**config.mk**
```make
export PLATFORM = sky130hd
export DESIGN_NAME = win_cmp_irq
export DESIGN_NICKNAME = d
export VERILOG_FILES = /design/src/rtl/win_cmp_pkg.sv /design/src/rtl/win_cmp_ref_bank.sv /design/src/rtl/win_cmp_chan.sv /design/src/rtl/win_cmp_status.sv /design/src/rtl/win_cmp_irq.sv
export SDC_FILE = /design/constraint.sdc
export NUM_CORES = 1
export LEC_CHECK = 0
export ABC_AREA = 1
export ABC_CLOCK_PERIOD_IN_PS = 2000
export BUFFER_PORTS_ARGS = -buffer_cell sky130_fd_sc_hd__buf_2
export CORE_MARGIN = 2
export CORE_UTILIZATION = 30
export DETAILED_ROUTE_END_ITERATION = 10
export PLACE_DENSITY = 0.5
export SYNTH_ARGS = -nofsm -noshare
export SYNTH_HDL_FRONTEND = slang
export SYNTH_SLANG_ARGS = --single-unit
```
**constraint.sdc**
```tcl
create_clock -name clk -period 2 [get_ports clk]
set_clock_uncertainty 0.2 [all_clocks]
set_input_delay 0.4 -clock clk [delete_from_list [all_inputs] [get_ports clk]]
set_output_delay 0.4 -clock clk [all_outputs]
set_load 0.01 [all_outputs]
```
**src/rtl/win_cmp_pkg.sv**
```systemverilog
// Package: win_cmp_pkg
// Purpose: shared types and helpers for the windowed comparator unit.
// Assumes: the status word pairs flags per channel, low side in the even bit.
package win_cmp_pkg;

    // Which limit of a channel's window is meant
    typedef enum logic {
        SIDE_LOW  = 1'b0,
        SIDE_HIGH = 1'b1
    } win_side_e;

    // Position of a flag in the status word
    function automatic int unsigned flag_pos(input int unsigned ch, input win_side_e side);
        return 2 * ch + ((side == SIDE_HIGH) ? 1 : 0);
    endfunction

endpackage

```
**src/rtl/win_cmp_ref_bank.sv**
```systemverilog
// Module: win_cmp_ref_bank
// Purpose: holds the upper and lower limit byte of every channel.
// Assumes: one write per cycle at most; limits reset to zero (disabled).
module win_cmp_ref_bank
    import win_cmp_pkg::*;
#(
    parameter int NUM_CH   = 4,
    parameter int REF_W    = 8,
    parameter int CH_IDX_W = 2
) (
    input  logic                    clk,
    input  logic                    rst_n,
    input  logic                    wr_en_i,
    input  logic [CH_IDX_W-1:0]     wr_ch_i,
    input  logic                    wr_hi_i,
    input  logic [REF_W-1:0]        wr_data_i,
    output logic [NUM_CH*REF_W-1:0] hi_ref_o,
    output logic [NUM_CH*REF_W-1:0] lo_ref_o
);

    for (genvar c = 0; c < NUM_CH; c++) begin : g_ch
        logic [REF_W-1:0] hi_q;
        logic [REF_W-1:0] lo_q;
        logic             sel;

        // Decode whether this channel is addressed
        assign sel = wr_en_i && (wr_ch_i == CH_IDX_W'(c));

        // Store a new upper limit when addressed
        always_ff @(posedge clk) begin
            if (!rst_n) begin
                hi_q <= '0;
            end else if (sel && (win_side_e'(wr_hi_i) == SIDE_HIGH)) begin
                hi_q <= wr_data_i;
            end
        end

        // Store a new lower limit when addressed
        always_ff @(posedge clk) begin
            if (!rst_n) begin
                lo_q <= '0;
            end else if (sel && (win_side_e'(wr_hi_i) == SIDE_LOW)) begin
                lo_q <= wr_data_i;
            end
        end

        assign hi_ref_o[c*REF_W +: REF_W] = hi_q;
        assign lo_ref_o[c*REF_W +: REF_W] = lo_q;
    end

endmodule

```
**src/rtl/win_cmp_chan.sv**
```systemverilog
// Module: win_cmp_chan
// Purpose: compares one channel's sample against its window limits.
// Assumes: SAMPLE_W >= REF_W; a zero limit disables that side; strict compare.
module win_cmp_chan #(
    parameter int SAMPLE_W = 10,
    parameter int REF_W    = 8
) (
    input  logic [SAMPLE_W-1:0] smp_i,
    input  logic                vld_i,
    input  logic [REF_W-1:0]    hi_ref_i,
    input  logic [REF_W-1:0]    lo_ref_i,
    output logic                hit_hi_o,
    output logic                hit_lo_o
);

    localparam int DROP_W = SAMPLE_W - REF_W;

    logic [REF_W-1:0] top_bits;
    logic             hi_armed;
    logic             lo_armed;

    // Keep only the upper byte of the sample
    assign top_bits = smp_i[SAMPLE_W-1 -: REF_W];

    // A zero limit switches its side off
    always_comb begin
        hi_armed = (hi_ref_i != '0);
        lo_armed = (lo_ref_i != '0);
    end

    // Strict out-of-window detection, qualified by the strobe
    always_comb begin
        hit_hi_o = vld_i && hi_armed && (top_bits > hi_ref_i);
        hit_lo_o = vld_i && lo_armed && (top_bits < lo_ref_i);
    end

    // Discarded low-order bits are intentionally unused
    logic unused_low;
    if (DROP_W > 0) begin : g_drop
        assign unused_low = ^smp_i[DROP_W-1:0];
    end else begin : g_nodrop
        assign unused_low = 1'b0;
    end

endmodule

```
**src/rtl/win_cmp_status.sv**
```systemverilog
// Module: win_cmp_status
// Purpose: sticky status flags, clear-on-read, and the active-low request.
// Assumes: hits are one-cycle pulses; a set in the read cycle beats the clear.
module win_cmp_status #(
    parameter int FLAG_W = 8
) (
    input  logic              clk,
    input  logic              rst_n,
    input  logic [FLAG_W-1:0] hit_i,
    input  logic              rd_i,
    output logic [FLAG_W-1:0] flags_o,
    output logic              irq_n_o
);

    logic [FLAG_W-1:0] flags_q;
    logic [FLAG_W-1:0] flags_d;

    // Next flags: keep unless read, then merge new events
    always_comb begin
        flags_d = (rd_i ? '0 : flags_q) | hit_i;
    end

    // Flag register
    always_ff @(posedge clk) begin
        if (!rst_n) begin
            flags_q <= '0;
        end else begin
            flags_q <= flags_d;
        end
    end

    // Request is low while anything is pending
    always_comb begin
        irq_n_o = ~(|flags_q);
    end

    assign flags_o = flags_q;

endmodule

```
**src/rtl/win_cmp_irq.sv**
```systemverilog
// Module: win_cmp_irq (top)
// Purpose: four-channel window comparator with sticky flags and interrupt.
// Assumes: synchronous inputs; samples packed channel 0 at the LSBs.
module win_cmp_irq
    import win_cmp_pkg::*;
#(
    parameter int NUM_CH   = 4,
    parameter int SAMPLE_W = 10,
    parameter int REF_W    = 8,
    localparam int CH_IDX_W = (NUM_CH > 1) ? $clog2(NUM_CH) : 1,
    localparam int FLAG_W   = 2 * NUM_CH
) (
    input  logic                       clk,
    input  logic                       rst_n,
    input  logic [NUM_CH*SAMPLE_W-1:0] smp_data_i,
    input  logic [NUM_CH-1:0]          smp_vld_i,
    input  logic                       ref_wr_en_i,
    input  logic [CH_IDX_W-1:0]        ref_wr_ch_i,
    input  logic                       ref_wr_hi_i,
    input  logic [REF_W-1:0]           ref_wr_data_i,
    input  logic                       stat_rd_i,
    output logic [FLAG_W-1:0]          stat_rd_data_o,
    output logic                       irq_n_o
);

    logic [NUM_CH*REF_W-1:0] hi_ref;
    logic [NUM_CH*REF_W-1:0] lo_ref;
    logic [FLAG_W-1:0]       hit;

    win_cmp_ref_bank #(
        .NUM_CH   (NUM_CH),
        .REF_W    (REF_W),
        .CH_IDX_W (CH_IDX_W)
    ) ref_bank_i (
        .clk       (clk),
        .rst_n     (rst_n),
        .wr_en_i   (ref_wr_en_i),
        .wr_ch_i   (ref_wr_ch_i),
        .wr_hi_i   (ref_wr_hi_i),
        .wr_data_i (ref_wr_data_i),
        .hi_ref_o  (hi_ref),
        .lo_ref_o  (lo_ref)
    );

    for (genvar c = 0; c < NUM_CH; c++) begin : g_cmp
        logic h_hi;
        logic h_lo;

        win_cmp_chan #(
            .SAMPLE_W (SAMPLE_W),
            .REF_W    (REF_W)
        ) chan_i (
            .smp_i    (smp_data_i[c*SAMPLE_W +: SAMPLE_W]),
            .vld_i    (smp_vld_i[c]),
            .hi_ref_i (hi_ref[c*REF_W +: REF_W]),
            .lo_ref_i (lo_ref[c*REF_W +: REF_W]),
            .hit_hi_o (h_hi),
            .hit_lo_o (h_lo)
        );

        // Place this channel's hits at their status positions
        assign hit[flag_pos(c, SIDE_LOW)]  = h_lo;
        assign hit[flag_pos(c, SIDE_HIGH)] = h_hi;
    end

    win_cmp_status #(
        .FLAG_W (FLAG_W)
    ) status_i (
        .clk     (clk),
        .rst_n   (rst_n),
        .hit_i   (hit),
        .rd_i    (stat_rd_i),
        .flags_o (stat_rd_data_o),
        .irq_n_o (irq_n_o)
    );

endmodule

```
==> results of run 1 <==
cells by family after synthesis:
kind of cell,share of synthesized area [%]
compound gates,19.5
fa+ha+maj,17.3
buf+inv,11.7
flops,33.2
simple gates,18.3
report_power, final:
part | internal (uW) | total [uW] | switching (uW)
sequential | 1490 | 1520 | 27.4
combinational | 236 | 591 | 355
clock | 836 | 1430 | 597
final cells by class:
type	instances	area (um^2)
fill	1501	8970
multi-input combinational	418	2400
sequential	72	1440
inverter	108	405
timing repair buffer	64	333
clock buffer	11	233
tap	180	225
clock inverter	5	33.8
antenna	3	7.51
cells in the mapped netlist:
cell type | n | share of area (%)
nor2_1 | 56 | 4.8
o21ai_1 | 5 | 0.58
nand3_2 | 3 | 0.69
ha_1 | 60 | 17
inv_2 | 2 | 0.17
o21ai_0 | 60 | 6.9
o21a_1 | 4 | 0.69
dfxtp_1 | 72 | 33
clkbuf_1 | 6 | 0.52
nor4_1 | 2 | 0.29
and2_1 | 2 | 0.29
nand2_1 | 120 | 10
a21oi_2 | 2 | 0.40
o21ai_2 | 4 | 0.81
buf_2 | 3 | 0.35
nor2_2 | 1 | 0.14
nor3_4 | 1 | 0.37
nand2_2 | 2 | 0.29
a21oi_1 | 88 | 10
inv_1 | 106 | 9.2
nand4_1 | 5 | 0.72
nand3_1 | 3 | 0.35
buf_6 | 6 | 1.6
critical path: stages, from the launching register on:
cell and delay, ps:
dfxtp_1 330, nor4_1 250, and2_1 150, buf_2 120
routing by layer:
| metal | track usage (%) | wire (um) | up-vias |
|---|---|---|---|
| met5 | 0 | 0 | - |
| met4 | 3.50 | 102 | 0 |
| met3 | 4.30 | 577 | 9 |
| met2 | 23.4 | 4980 | 64 |
| met1 | 18.7 | 5220 | 1790 |
| li1 | - | - | 2101 |
layout by cell type, fill, tap and decap left out:
cell type	n
ha_1	60
clkbuf_16	9
clkinv_4	1
nor3_4	1
o21ai_0	60
nand4_1	5
nor2_1	56
clkinvlp_4	2
nand2_1	120
a21oi_2	2
o21a_1	4
clkbuf_1	2
nand3_2	3
clkinv_2	2
nor2_2	1
a21oi_1	88
nand3_1	3
inv_2	2
o21ai_2	4
buf_4	5
buf_2	59
dfxtp_1	72
diode_2	3
and2_1	2
nand2_2	2
o21ai_1	5
nor4_1	2
inv_1	106
how the worst min path moves through the flow:
stage	to	slack, ps	depth (start not counted)
final	status_i.flags_o[1]	230	5
after global routing	ref_bank_i.g_ch[3].lo_q[0]	240	3
after CTS	status_i.flags_o[1]	220	5
after detailed placement	ref_bank_i.g_ch[0].lo_q[0]	260	2
after global placement	ref_bank_i.g_ch[0].lo_q[0]	250	2
after floorplan	ref_bank_i.g_ch[0].lo_q[0]	240	2
per-stage QoR:
| stage | std cells | power (uW) | utilization (%) | cell area [um^2] |
|---|---|---|---|---|
| 2_1_floorplan | 613 | 1930 | - | 4350 |
| 3_3_place_gp | 842 | 2130 | 34.2 | 4800 |
| 3_5_place_dp | 842 | 2150 | 34.2 | 4800 |
| 4_1_cts | 858 | 3590 | 36.1 | 5070 |
| 5_1_grt | 860 | 3750 | 36.1 | 5070 |
| 6_report | 861 | 3540 | 36.1 | 5070 |
registers in the layout, summed over array words and instances, names as in the netlist:
register,cells
ref_bank_i.g_ch.lo_q,32
ref_bank_i.g_ch.hi_q,32
status_i.flags_o,8
==> metrics.txt, run 1 <==
clock sinks=72; Layout Nets=792; # rows=43; Post-Syn Area=4350 um^2; final worst slack=231 ps; Die W=124 um; Max Slew Vio Count=0; pre-CTS setup slack=279 ps; global-route wire length before repair=17.8 mm; DR WL/cell=12.6 um; VDD IR max=0.320 mV; worst hold start=smp_vld_i[0]; Yosys reg bits=72; I/O Pins=68; Tmin final=1770 ps; HPWL Detailed=8.72 mm; die span in y=124 um; Synth cell types=23; post_cts resized=0; I/O Buffers=59; CP Capture Type=primary output; grt ovf=0; pwr/cell area=698 nW/um^2; CP arrival=1170 ps; WHS=225 ps; via-per-instance ratio=4.60; # DRC=0; Core Area=14000 um^2; Yosys warning count=0; syn_area_per_cell=7.09 um^2; Synth Net Count=732; CTS tree=done; fin crit share=88.5%; kind of critical path=reg2out; GP Congestion=0.875; pin count of the biggest net entering global routing=26; fmax=0.565 GHz; vias in the first global route=3683; Clock Latency Late Sink=330 ps; ANT nets after route=0; Max FO, Critical Path=3; Gate Count Post-Synth=613; R2R depth=9; cts hold-fix bufs=0; status=completed; CTS Buffer Depth=2; 1st-pass router iterations=4; Starting Density=31.0%; initial antenna violation count=3; Clock H-tree levels=3; Via Count=3964; GRT Total Usage=14.4%; Worst Hold Class=in2reg; Slew headroom=70.1%; worst path required time=1400 ps; origin of the critical flop-to-flop path=ref_bank_i.g_ch[2].hi_q[7]; Final Hold Fails=0; final setup TNS=0 ps; RSZ-0062 raised after global routing=no; Area Overhead vs Synth=16.7%; Critical Path End=irq_n_o; overall die area=15500 um^2; Worst setup SP type=register; CP Launch Point=status_i.flags_o[5]; Post-CTS Setup Repair Bufs=0; clock root buffer=clkbuf_16; measured slew at the worst slew-check pin=449 ps; r2r setup slk=410 ps; CTS buffer count=9; drt first-iter violations=139; Reg clk slew, reported paths=60 ps; max_cap viols=0; Final setup viols=0; sequential area share after synthesis=33.2%; R2R Path End=status_i.flags_o[5]; layout cell share with drive strength beyond 1=13.7%; Leak=0.00232 uW; final WL=10.9 mm
No activity file was read; power rests on OpenSTA's default activity.
==> run 2, diff against run 1 <==
--- a/config.mk
+++ b/config.mk
@@ -14,2 +14,3 @@
 export PLACE_DENSITY = 0.5
+export SLEW_MARGIN = 20
 export SYNTH_ARGS = -nofsm -noshare
==> constraint.sdc (replaced) <==
create_clock -name clk -period 2 [get_ports clk]
set_clock_uncertainty 0.2 [all_clocks]
set_input_delay 0 -clock clk [delete_from_list [all_inputs] [get_ports clk]]
set_output_delay 0 -clock clk [all_outputs]
set_load 0.01 [all_outputs]
==> run 2 against run 1 <==
Effect of this change: maximum frequency is 6.4% lower; register-to-register slack hardly changed; first-iteration DRC count is 14% higher; via count is 1.6% higher; hold slack worse by 210 ps; final area is 3.9% higher; power is 4.4% higher; sequential cell count stayed put; clock power is 8% higher; sequential share of layout area is 1.1 points lower; worst setup slack worse by 120 ps; non-clock buffer count is 17 higher; critical endpoint is now ref_bank_i.g_ch[3].hi_q[0].
==> metrics.txt, run 2 (same netlist as run 1, synthesis figures left out) <==
status=completed; Worst Path Buf+Inv=4 (+3); grt peak-use layer=met2; Filler cells=1480 (-1.4%); VDD IR max=0.448 mV (+40%); Clock H-tree levels=3 (unchanged); grt ovf=0 (unchanged); Leak=0.00241 uW (+4.1%); pwr/cell area=702 nW/um^2 (+0.51%); pre-CTS setup slack=430 ps (+151 ps); CTS Buffer Depth=2 (unchanged); Tmin final=1890 ps (+121 ps); global-route wire length before repair=19.0 mm (+6.4%); Worst Hold Class=in2reg; I/O Pins=68 (unchanged); Max FO, Critical Path=32 (+29); pin count of the biggest net entering global routing=33 (+27%); Layout Nets=809 (+2.1%); met2 Resource Use GR=25.5% (+2.1 points); max_cap viols=0 (unchanged); Post-CTS Setup Repair Bufs=0 (unchanged); commonest non-fill, non-tap cells in the layout=nand2_1 (120), inv_1 (105), a21oi_1 (88), dfxtp_1 (72); final worst slack=110 ps (-121 ps); I/O Buffers=59 (unchanged); clock power share=42.0% (+1.5 points); fin crit share=94.5% (+6.0 points); Final Hold Fails=0 (unchanged); 1st-pass router iterations=4 (unchanged); CP Capture Type=register; Reg clk slew, reported paths=60 ps (about the same); GRT Total Usage=15.2% (+0.84 points); via-per-instance ratio=4.60 (about the same); Slew headroom=63.2% (-6.8 points); measured slew at the worst slew-check pin=550 ps (+101 ps); # rows=43 (unchanged); layout cell share with drive strength beyond 1=13.3% (-0.46 points); clock sinks=72 (unchanged); Area Overhead vs Synth=21.2%; Int Power=2700 uW (+5.4%); Sw Share=26.9% (-0.71 points); Final setup viols=0 (unchanged); CTS tree=done; worst-path cell chain=dlygate4sd3_1 -> buf_2 -> buf_6 -> o21ai_0 -> nor2_1 -> dlygate4sd3_1; # DRC=0 (unchanged); PnR Total Power=3700 uW (+4.4%); GR Layer Usage met3=3.65% (-0.64 points); Die W=124 um (unchanged); met1 usage=19.6% (+0.95 points); fmax=0.529 GHz (-6.4%); Core Area=14000 um^2 (unchanged); HPWL Detailed=8.93 mm (+2.4%); ANT nets after route=0 (unchanged); Max Slew Vio Count=0 (unchanged); CP arrival=1970 ps (+800 ps); combinational share of power=16.9% (+0.2 points); most used cell, CP=dlygate4sd3_1; RSZ-0062 raised after global routing=no; Via Count=4027 (+1.6%); Starting Density=31.0% (unchanged); Seq pwr share=41.1% (-1.8 points); final WL=11.4 mm (+5.1%); Clock Latency Late Sink=340 ps (about the same); CTS buffer count=9 (unchanged); DR WL/cell=13.1 um (+3.4%); overall die area=15500 um^2 (unchanged); Psw=996 uW (+1.7%); GP Congestion=0.832 (-4.9%); family with the most delay on the worst path=buffers and inverters; initial antenna violation count=1 (-2); worst path required time=2080 ps (+680 ps); slowest CP cell=dlygate4sd3_1; Worst setup SP type=input pin; clock root buffer=clkbuf_16; die span in y=124 um (unchanged); kind of critical path=in2reg; DP Cell Count=839 (-0.36%); commonest non-fill, non-tap cell in the layout=nand2_1; final setup TNS=0 ps (unchanged); vias in the first global route=3920 (+6.4%); drt first-iter violations=159 (+14%); slowest stage delay, CP=560 ps (+230 ps); non-filler cells, final=875 (+1.6%)
## run 2: cell count changes in the layout (fill, tap and decap cells not counted)
| cell | previous run | this run |
|---|---|---|
| dlygate4sd3_1 | 0 | 20 |
| buf_4 | 5 | 1 |
| clkbuf_1 | 2 | 0 |
| diode_2 | 3 | 1 |
| buf_6 | 0 | 1 |
| bufinv_16 | 0 | 1 |
| clkinv_2 | 2 | 3 |
| clkinvlp_4 | 2 | 1 |
| inv_1 | 106 | 105 |
| inv_2 | 2 | 3 |
## run 2: final timing paths
check / endpoint / start / slack, ps / cells after the start
worst min register to register: ref_bank_i.g_ch[2].lo_q[2] / ref_bank_i.g_ch[2].lo_q[2] / 270 / 2
worst max-delay path: ref_bank_i.g_ch[3].hi_q[0] / rst_n / 110 / 6
worst min-delay path: status_i.flags_o[2] / smp_data_i[19] / 10 / 7
worst max register to register: status_i.flags_o[6] / ref_bank_i.g_ch[3].lo_q[5] / 420 / 9
## run 2: worst reg2reg max path, cell delays in order (launching register included)
cell and delay (ps):
dfxtp_1 330, inv_1 60, ha_1 280, nand2_1 50, nand2_1 50, nand2_1 50, a21oi_1 130, nor2_1 60
nand2_1 170, a21oi_1 90
## run 2: repair_timing
item | CTS | global route
endpoints found under the hold margin | 72 | 0
endpoints found under the setup margin | 0 | 1
hold buffers | 20 | 0
gates resized for setup | 0 | 2
## run 2: area by class of cell
cell class,count,area (um^2),share of cell area (%)
antenna,1,2.50,0.0475
clock buffer,9,225,4.27
clock inverter,6,61.3,1.16
inverter,108,405,7.69
multi-input combinational,418,2400,45.5
sequential,72,1440,27.3
tap,180,225,4.27
timing repair buffer,81,514,9.76
## run 2: power by group through the flow
stage          sequential [uW]  clock (uW)  combinational (uW)
2_1_floorplan             1550           0                 385
3_3_place_gp              1550           0                 577
3_5_place_dp              1550           0                 601
4_1_cts                   1520        1590                 633
5_1_grt                   1530        1660                 734
6_report                  1520        1550                 625
## run 2: layer usage
layer / wire [um] / part of all wire, % / up-vias
met5: 0 / 0 / -
met4: 120 / 1.0 / 0
met3: 479 / 4.2 / 12
met2: 5260 / 46 / 66
met1: 5580 / 49 / 1813
li1: - / - / 2136
## run 2: through the flow
stage               cell area (um^2)  util (%)  hold WS, ps
finish                          5270      37.5         14.8
global route                    5270      37.5         85.7
CTS                             5270      37.5         10.6
detailed placement              4780      34.0          173
global placement                4780      34.0          174
floorplan                       4350         -        -65.1
